**src/rtl/game_pkg.sv**
```systemverilog
package game_pkg;

  typedef enum logic [1:0] {
    ST_IDLE = 2'd0,
    ST_PLAY = 2'd1,
    ST_SHOW = 2'd2
  } game_state_t;

  typedef struct packed {
    logic clearScore;
    logic runGame;
    logic showScore;
  } game_strobe_t;

  // segment order: bit 0 = a ... bit 6 = g, active high
  function automatic logic [6:0] bcdToSeg(input logic [3:0] digit);
    logic [6:0] seg;
    case (digit)
      4'd0: seg = 7'h3F;
      4'd1: seg = 7'h06;
      4'd2: seg = 7'h5B;
      4'd3: seg = 7'h4F;
      4'd4: seg = 7'h66;
      4'd5: seg = 7'h6D;
      4'd6: seg = 7'h7D;
      4'd7: seg = 7'h07;
      4'd8: seg = 7'h7F;
      4'd9: seg = 7'h6F;
      default: seg = 7'h00;
    endcase
    return seg;
  endfunction

endpackage

```
**src/rtl/btn_conditioner.sv**
```systemverilog
module btn_conditioner #(
  parameter int DEB_CYCLES = 250_000
) (
  input  logic clk,
  input  logic rst,
  input  logic rawIn,
  output logic press
);
  localparam int DW = $clog2(DEB_CYCLES + 1);

  logic syncA, syncB, stable, stablePrev;
  logic [DW-1:0] debCnt;

  always_ff @(posedge clk) begin
    if (rst) begin
      syncA      <= 1'b0;
      syncB      <= 1'b0;
      stable     <= 1'b0;
      stablePrev <= 1'b0;
      debCnt     <= '0;
    end else begin
      syncA      <= rawIn;
      syncB      <= syncA;
      stablePrev <= stable;
      if (syncB == stable) begin
        debCnt <= '0;
      end else if (debCnt == DW'(DEB_CYCLES - 1)) begin
        stable <= syncB;
        debCnt <= '0;
      end else begin
        debCnt <= debCnt + DW'(1);
      end
    end
  end

  assign press = stable & ~stablePrev;

  AST_PRESS_SINGLE: assert property (@(posedge clk) disable iff (rst)
    press |=> !press);

endmodule

```
**src/rtl/game_ctrl.sv**
```systemverilog
module game_ctrl
  import game_pkg::*;
#(
  parameter int ROUND_TICKS = 1_500_000_000
) (
  input  logic         clk,
  input  logic         rst,
  input  logic         startPress,
  output game_strobe_t strobe
);
  localparam int TW = $clog2(ROUND_TICKS + 1);

  game_state_t   state;
  logic [TW-1:0] roundLeft;

  always_ff @(posedge clk) begin
    if (rst) begin
      state     <= ST_IDLE;
      roundLeft <= '0;
    end else begin
      case (state)
        ST_PLAY: begin
          if (roundLeft == '0) state <= ST_SHOW;
          else roundLeft <= roundLeft - TW'(1);
        end
        default: begin
          if (startPress) begin
            state     <= ST_PLAY;
            roundLeft <= TW'(ROUND_TICKS - 1);
          end
        end
      endcase
    end
  end

  always_comb begin
    strobe.clearScore = startPress && (state != ST_PLAY);
    strobe.runGame    = (state == ST_PLAY);
    strobe.showScore  = (state == ST_SHOW);
  end

  AST_TIMER_RANGE: assert property (@(posedge clk) disable iff (rst)
    roundLeft <= TW'(ROUND_TICKS - 1));
  AST_START_IGNORED: assert property (@(posedge clk) disable iff (rst)
    (state == ST_PLAY && roundLeft != '0) |=> state == ST_PLAY);
  AST_ROUND_END: assert property (@(posedge clk) disable iff (rst)
    (state == ST_PLAY && roundLeft == '0) |=> state == ST_SHOW);

endmodule

```
**src/rtl/game_datapath.sv**
```systemverilog
module game_datapath
  import game_pkg::*;
#(
  parameter int          ON_BASE    = 12_500_000,
  parameter int          ON_STEP    = 6_250_000,
  parameter int          MUX_CYCLES = 12_500,
  parameter logic [15:0] LFSR_SEED  = 16'hACE1
) (
  input  logic         clk,
  input  logic         rst,
  input  game_strobe_t strobe,
  input  logic [3:0]   press,
  output logic [3:0]   ledOut,
  output logic [6:0]   segOut,
  output logic [1:0]   digitEn
);
  localparam int ON_W   = $clog2(ON_BASE + 3 * ON_STEP + 1);
  localparam int MW     = $clog2(MUX_CYCLES + 1);
  localparam int IDX_HI = 13;
  localparam int IDX_LO = 2;
  localparam int ON_HI  = 9;
  localparam int ON_LO  = 6;

  logic [15:0]     lfsr;
  logic            lfsrFb;
  logic [1:0]      ledIdx;
  logic            ledActive;
  logic [ON_W-1:0] onCnt;
  logic [3:0]      ledMask;
  logic            hit;
  logic [3:0]      scoreOnes, scoreTens;
  logic            scoreFull;
  logic [MW-1:0]   muxCnt;
  logic            digitSel;

  // pattern source: maximal-length 16-bit register, free running
  assign lfsrFb = lfsr[15] ^ lfsr[13] ^ lfsr[12] ^ lfsr[10];

  always_ff @(posedge clk) begin
    if (rst) lfsr <= LFSR_SEED;
    else     lfsr <= {lfsr[14:0], lfsrFb};
  end

  // LED selection and on-time
  assign ledMask = 4'b0001 << ledIdx;
  assign hit     = ledActive && ((press & ledMask) != 4'b0000);

  always_ff @(posedge clk) begin
    if (rst || !strobe.runGame) begin
      ledActive <= 1'b0;
      ledIdx    <= 2'd0;
      onCnt     <= '0;
    end else if (!ledActive) begin
      ledActive <= 1'b1;
      ledIdx    <= {lfsr[IDX_HI], lfsr[IDX_LO]};
      onCnt     <= ON_W'(ON_BASE - 1 + ON_STEP * int'({lfsr[ON_HI], lfsr[ON_LO]}));
    end else if (hit || onCnt == '0) begin
      ledActive <= 1'b0;
    end else begin
      onCnt <= onCnt - ON_W'(1);
    end
  end

  assign ledOut = (strobe.runGame && ledActive) ? ledMask : 4'b0000;

  // two-digit BCD score, saturating
  assign scoreFull = (scoreTens == 4'd9) && (scoreOnes == 4'd9);

  always_ff @(posedge clk) begin
    if (rst || strobe.clearScore) begin
      scoreOnes <= 4'd0;
      scoreTens <= 4'd0;
    end else if (strobe.runGame && hit && !scoreFull) begin
      if (scoreOnes == 4'd9) begin
        scoreOnes <= 4'd0;
        scoreTens <= scoreTens + 4'd1;
      end else begin
        scoreOnes <= scoreOnes + 4'd1;
      end
    end
  end

  // display multiplexing
  always_ff @(posedge clk) begin
    if (rst) begin
      muxCnt   <= '0;
      digitSel <= 1'b0;
    end else if (muxCnt == MW'(MUX_CYCLES - 1)) begin
      muxCnt   <= '0;
      digitSel <= ~digitSel;
    end else begin
      muxCnt <= muxCnt + MW'(1);
    end
  end

  always_comb begin
    if (strobe.showScore) begin
      digitEn = digitSel ? 2'b10 : 2'b01;
      segOut  = bcdToSeg(digitSel ? scoreTens : scoreOnes);
    end else begin
      digitEn = 2'b00;
      segOut  = 7'h00;
    end
  end

  AST_LED_ONEHOT: assert property (@(posedge clk) disable iff (rst)
    $onehot0(ledOut));
  AST_HIT_DARK: assert property (@(posedge clk) disable iff (rst)
    (strobe.runGame && hit) |=> ledOut == 4'b0000);
  AST_LFSR_NONZERO: assert property (@(posedge clk) disable iff (rst)
    lfsr != 16'h0000);
  AST_SCORE_BCD: assert property (@(posedge clk) disable iff (rst)
    scoreOnes <= 4'd9 && scoreTens <= 4'd9);
  AST_SCORE_SAT: assert property (@(posedge clk) disable iff (rst)
    (scoreFull && !strobe.clearScore) |=> scoreFull);
  AST_DARK_SHOW: assert property (@(posedge clk) disable iff (rst)
    strobe.showScore |-> ledOut == 4'b0000);
  AST_DIGIT_SHOW: assert property (@(posedge clk) disable iff (rst)
    strobe.showScore |-> $countones(digitEn) == 1);
  AST_DISPLAY_OFF: assert property (@(posedge clk) disable iff (rst)
    !strobe.showScore |-> (digitEn == 2'b00 && segOut == 7'h00));

endmodule

```
**src/rtl/reaction_game.sv**
```systemverilog
module reaction_game
  import game_pkg::*;
#(
  parameter int          ROUND_TICKS = 1_500_000_000,
  parameter int          DEB_CYCLES  = 250_000,
  parameter int          ON_BASE     = 12_500_000,
  parameter int          ON_STEP     = 6_250_000,
  parameter int          MUX_CYCLES  = 12_500,
  parameter logic [15:0] LFSR_SEED   = 16'hACE1
) (
  input  logic       clk,
  input  logic       rst,
  input  logic       startBtn,
  input  logic [3:0] playerBtn,
  output logic [3:0] ledOut,
  output logic [6:0] segOut,
  output logic [1:0] digitEn
);
  localparam int NUM_LEDS = 4;

  logic [NUM_LEDS-1:0] playerPress;
  logic                startPress;
  game_strobe_t        strobe;

  for (genvar b = 0; b < NUM_LEDS; b++) begin : g_player
    btn_conditioner #(.DEB_CYCLES(DEB_CYCLES)) u_cond (
      .clk(clk), .rst(rst), .rawIn(playerBtn[b]), .press(playerPress[b])
    );
  end

  btn_conditioner #(.DEB_CYCLES(DEB_CYCLES)) u_startCond (
    .clk(clk), .rst(rst), .rawIn(startBtn), .press(startPress)
  );

  game_ctrl #(.ROUND_TICKS(ROUND_TICKS)) u_ctrl (
    .clk(clk), .rst(rst), .startPress(startPress), .strobe(strobe)
  );

  game_datapath #(
    .ON_BASE(ON_BASE), .ON_STEP(ON_STEP),
    .MUX_CYCLES(MUX_CYCLES), .LFSR_SEED(LFSR_SEED)
  ) u_dp (
    .clk(clk), .rst(rst), .strobe(strobe), .press(playerPress),
    .ledOut(ledOut), .segOut(segOut), .digitEn(digitEn)
  );

endmodule

```
**config.mk**
```make
export PLATFORM = sky130hd
export DESIGN_NAME = reaction_game
export DESIGN_NICKNAME = d
export VERILOG_FILES = /design/src/rtl/game_pkg.sv /design/src/rtl/btn_conditioner.sv /design/src/rtl/game_ctrl.sv /design/src/rtl/game_datapath.sv /design/src/rtl/reaction_game.sv
export SDC_FILE = /design/constraint.sdc
export NUM_CORES = 1
export LEC_CHECK = 0
export BUFFER_PORTS_ARGS = -buffer_cell sky130_fd_sc_hd__buf_4
export CORE_MARGIN = 3
export CORE_UTILIZATION = 47
export DETAILED_ROUTE_END_ITERATION = 7
export SYNTH_ARGS = -nofsm -noshare
export SYNTH_HDL_FRONTEND = slang
export SYNTH_SLANG_ARGS = --single-unit
```
**constraint.sdc**
```tcl
create_clock -name clk -period 3.1 [get_ports clk]
set_input_delay 0.775 -clock clk [delete_from_list [all_inputs] [get_ports clk]]
set_output_delay 0.775 -clock clk [all_outputs]
set_load 0.03 [all_outputs]
```
; ---- Word level (Yosys, flattened, before mapping)
; Memories as Yosys holds them, arrays and structs flattened.
; Index checks and enable logic that the tools add are counted.
[word_totals]
ff_bits = 210
latchBits = 0
mem_bits_rw = 0
romBits = 112
input_bits = 7
out_inout_bits = 13
word_cells = 133
n_memories = 1
[mem_list]
columns = name, words, word_bits, read_ports, rd_ports_with_merged_regs, wr, line_no
row1 = (no name shown), 16, 7, 1, 0, 0, game_pkg.sv:18  ; case (digit)
[op_classes]
addsub = 11
n_mul = 1
div = 0
magnitude_cmp = 0
eq_ne = 19
shift = 1
n_mux = 16
bitwise = 20
n_reduce_logical = 29
[op_table]
columns = cell, count
row1 = 2-to-1 mux 31 bit, 3
row2 = "adder 18 x 1 -> 18 bit, second input constant", 5
row3 = "equality test 18 bit, second input constant", 5
row4 = 2-to-1 mux 25 bit, 2
row5 = zero test 31 bit, 1
row6 = "subtractor 31 x 1 -> 31 bit, second input constant", 1
row7 = "adder 25 bit, first input constant", 1
row8 = zero test 25 bit, 1
row9 = "subtractor 25 x 1 -> 25 bit, second input constant", 1
row10 = "multiplier 19 x 2 -> 21 bit, first input constant", 1
row11 = AND reduction 2 bit, 8
row12 = OR reduction 3 bit, 5
row13 = "adder 14 x 1 -> 14 bit, second input constant", 1
row14 = "equality test 14 bit, second input constant", 1
row15 = 2-to-1 mux 4 bit, 3
row16 = NOT 1 bit, 11
row17 = 2-to-1 mux 2 bit, 5
row18 = "adder 4 x 1 -> 4 bit, second input constant", 2
row19 = "equality test 4 bit, second input constant", 2
row20 = 2-to-1 mux 7 bit, 1
row21 = logical AND 1 bit, 6
row22 = "!= test 2 bit, second input constant", 3
row23 = AND 1 bit, 5
row24 = equality test 1 bit, 5
row25 = 12 further kinds, 18

; ---- Depth between registers and ports, before layout
[logic_depth]
ltp_word = 8
ltp_mapped = 8
ltp_nobuf = 7

; ---- Cells and area by module
; From an unflattened synthesis, not the netlist that was laid out.
[hier_totals]
cells_unflattened = 1161
hier_area_um2 = 10224.8
[by_module_without_submodules]
columns = module, instances, cells_per_inst, area_per_inst_um2, seq_area_each_um2
row1 = btn_conditioner, 5, 104, 969.7, 440.4
row2 = game_datapath, 1, 428, 3629.7, 1341.3
row3 = game_ctrl, 1, 213, 1746.7, 660.6

; ---- Worst setup path after synthesis
; Ideal clock, no wire load.
[synth_timing]
kind = reg-to-output
start = register u_dp.digitSel
end = output port segOut[2]
t_arrival_ns = 2.055
required_time_ns = 2.325
setup_slack_ns = 0.270
path_stages_with_launch = 7
path_buffers = 1
cell_sequence = dfxtp_1 clkbuf_1 inv_1 a21boi_0 a21oi_1 or2_2 a31oi_1
[synth_between]
elab_chain_len = 3
[synth_rtl]
columns = item, line_no
row1 = "start, declared", game_datapath.sv:34  ; logic digitSel;
row2 = "start signal, assigned", game_datapath.sv:90  ; digitSel <= ~digitSel;
row3 = 2-to-1 mux 4 bit, game_datapath.sv:99  ; segOut = bcdToSeg(digitSel ? scoreTens : scoreOnes);
row4 = memory read (16 x 7 bit), n/a
row5 = 2-to-1 mux 7 bit, game_datapath.sv:97  ; if (strobe.showScore) begin
row6 = "end, declared", reaction_game.sv:16  ; output logic [6:0] segOut,
; Every way passes these cells.

; ---- Final worst setup path
[layout_timing]
start = register u_dp.digitSel
end = output port segOut[3]
; The elaborated chain is that of the path after synthesis.

==> results.toml <==
[sta]
finalCriticalPeriod_ns = 2.899
fin_tns_setup_ns = 0
worst_pin_slew_ns = 0.7472
clock_skew_ns = 0.01097
final-max-slew-violation-count = 0
setup_viol = 0
rsz0062_at_grt = "no"
relSlewSlack = 0.4985
period_share = 0.9350
timing.final.hold_violations = 0
max_freq_ghz = 0.3450

[critical_path]
start_kind = "flop"
crit_required_ns = 2.32
regToRegSetupSlack_ns = 0.73
cp.arrival_ns = 2.12
path_common_cell = "a21oi_1"
path_cells = "mux2i_2 > inv_1 > ha_1 > nor2_1 > a21oi_1 > a21oi_1 > buf_4"
r2r_cells = 5
cp_slowest_cell = "dfxtp_2"
crit_type = "flop to output port"
cp-end-kind = "output port"
max_stage_delay_ns = 0.41
cp_max_fo = 7

[route]
drt-pass1-iter-count = 4
first_iter_violations = 421
vias = 7523
viasPerCell = 5.328
drc = 0
wire_per_inst_um = 13.67
antenna_left = 0
wl_mm = 19.31

[final_layout]
area_delta_synth_final_pct = 12.42
instances_no_fill = 1412
layout_common_cells = "dfxtp_1, nor2_1, xnor2_1"
nets = 1161
layout_commonest_cell = "dfxtp_1"
n_antenna_cell = 0
drive_above_1_share = 0.09067

[clocking]
cts_buffers = 24
cts_tree = "built"
cts_hold_buf = 0
cts_setup_buffers = 0
clk_latency_ns = 0.51
htreeDepth = 1
cts_num_sinks = 210
clock-root-buffer = "clkbuf_16"
clockBufferDepth = 3
cts.clk_slew.worst_paths_ns = 0.06

[grt]
grt_max_degree = 43
grt_pass1_wl_mm = 33.78
antenna_found_initial = 0
grt.overflow.total = 0
grt_usage = 0.1762
grt_pass1_vias = 7051

[run]
max_cap_viol_count = 0

[synth]
avgSynthCellArea_um2 = 8.761
ys_async_sr_fraction = 0
ys_types = 75
syn_nets = 1135
syn_area_mm2 = 0.009681
synth.top_cells.by_area = "dfxtp_1, nor2_1, xnor2_1"
synth_top_area_frac = 0.4343
syn-instance-count = 1105
yosysWarnings = 0
synth_edf_count = 0
ys_ff_latch = 210
synth_seq_area_share = 0.4343
synth.largest_area_cell = "dfxtp_1"
ys.flop_type = "dfxtp_1"

[place]
hpwl_mm = 13.32
portBuffers = 19
place_congestion = 0.8302
dp_cells = 1370

[pwr]
p_comb_frac = 0.017
p_sw_frac = 0.2085
seq_power_share = 0.497
power-per-cell-area_mw_per_mm2 = 506.4
cellLeakagePower_uw = 0.003864
clock_power_share = 0.486
power.internal_uw = 4362
p_switching_uw = 1149
peakVddDrop_v = 0.0004341

[floorplanning]
die_w_um = 149.5
die_area_mm2 = 0.02235
ios = 20
coreArea_mm2 = 0.01985
rows = 51
start_util = 0.4878
die_y_um = 149.5

[outcome]
status = "complete, no violations"

[hold_path]
min_path_type = "flop to flop"
holdPathStages = 1
==> power by group through the flow <==
stage               logic (uW)  registers [uW]  clock network [uW]
global placement          96.6            2800                   0
global route               110            2740                2870
finish                    95.7            2740                2680
CTS                       97.7            2740                2770
detailed placement        97.0            2800                   0
floorplan                 68.6            2790                   0
==> cells by family (layout without fill, tap and decap cells) <==
logic type | count (synthesis) | after routing | synth area share
buffers and inverters | 66 | 108 | 0.02843
XOR/XNOR | 121 | 121 | 0.1095
AND/OR/NAND/NOR | 531 | 531 | 0.2863
adder cells (fa/ha/maj) | 23 | 23 | 0.02973
AO/OA/AOI/OAI | 140 | 140 | 0.09590
multiplexers | 14 | 14 | 0.01590
flip-flops | 210 | 210 | 0.4343
==> worst max-delay path: cells and delay by family, from the launching register on <==
family                     cells  cell delay [ns]
AOI/OAI and AO/OA              2             0.21
muxes                          1             0.36
and+or+nand+nor                1             0.11
buffers and inverters          2             0.29
adders and majority gates      1             0.23
DFF                            1             0.41
==> per-stage QoR <==
stage / utilization / hold slack, ns / instance area [um2] / setup WS [ns] / total power (uW)
final: 0.5484 / 0.3982 / 10880 / 0.2014 / 5511
after global routing: 0.5484 / 0.4135 / 10880 / 0.01961 / 5723
after CTS: 0.5483 / 0.4006 / 10880 / 0.03027 / 5606
after detailed placement: 0.5102 / 0.3929 / 10120 / 0.4900 / 2895
after global placement: 0.5102 / 0.3920 / 10120 / 0.6137 / 2895
after floorplan: - / 0.3895 / 9681 / 0.2703 / 2863
==> path summary, 6_finish.rpt <==
check,from,end
setup / recovery,u_dp.digitSel,segOut[3]
hold / removal,u_dp.lfsr[14],u_dp.lfsr[15]
setup reg to reg,u_ctrl.roundLeft[0],u_ctrl.roundLeft[13]
hold reg to reg,u_dp.lfsr[14],u_dp.lfsr[15]
==> Yosys cell counts, types with 2 or more instances <==
cell type    n
dfxtp_1    210
nor2_1     180
xnor2_1     74
nand2_1     67
nand3_1     50
xor2_1      47
a21oi_1     34
nor3_1      34
inv_1       31
nand4_1     28
o21ai_0     28
clkbuf_1    27
nor2b_1     27
a31oi_1     25
or3_1       24
ha_1        23
nor4_1      21
and3_1      20
or4_1       14
mux2i_1     12
a211oi_1    11
nand2b_1    10
o31ai_1      9
nor4b_1      7
or2_2        7
and2_1       6
a311oi_1     5
nor3b_1      5
nand3b_1     4
and3b_1      3
and4_1       3
buf_2        3
or4_4        3
a21boi_0     2
a31o_2       2
a32oi_1      2
clkbuf_8     2
nand4b_1     2
nor4_2       2
o2111ai_1    2
o211ai_1     2
o311ai_0     2
o31a_1       2
o41ai_1      2
==> area by class of cell <==
class                   instances  area (um2)
well taps                     265       331.6
inverters                      32       120.1
fillers                      1864        8962
clock inverters                10       77.57
repair buffers                 34       267.8
multi-input cells             829        5209
clock buffers                  32       671.9
flip-flops and latches        210        4205
==> flip-flops by register name (all words and copies together), names as in the netlist, 14 cells and up <==
name,cells
u_startCond.debCnt,18
u_dp.onCnt,25
u_dp.lfsr,16
u_dp.muxCnt,14
g_player.u_cond.debCnt,72
u_ctrl.roundLeft,31
==> layer usage <==
metal | vias to the layer above | GRT usage | share of wire
met3 | 28 | 0.02726 | 0.032
met1 | 3467 | 0.2567 | 0.51
met4 | 0 | 0.04577 | 0.023
li1 | 3950 | - | -
met2 | 78 | 0.2740 | 0.43
met5 | - | 0 | 0
==> repair_timing <==
| item | 4_1_cts | 5_1_grt |
|---|---|---|
| endpoints found under the setup margin | 3 | 6 |
| pin swaps | 0 | 0 |
| gates resized for setup | 2 | 2 |
No activity file was read; power rests on OpenSTA's default activity.
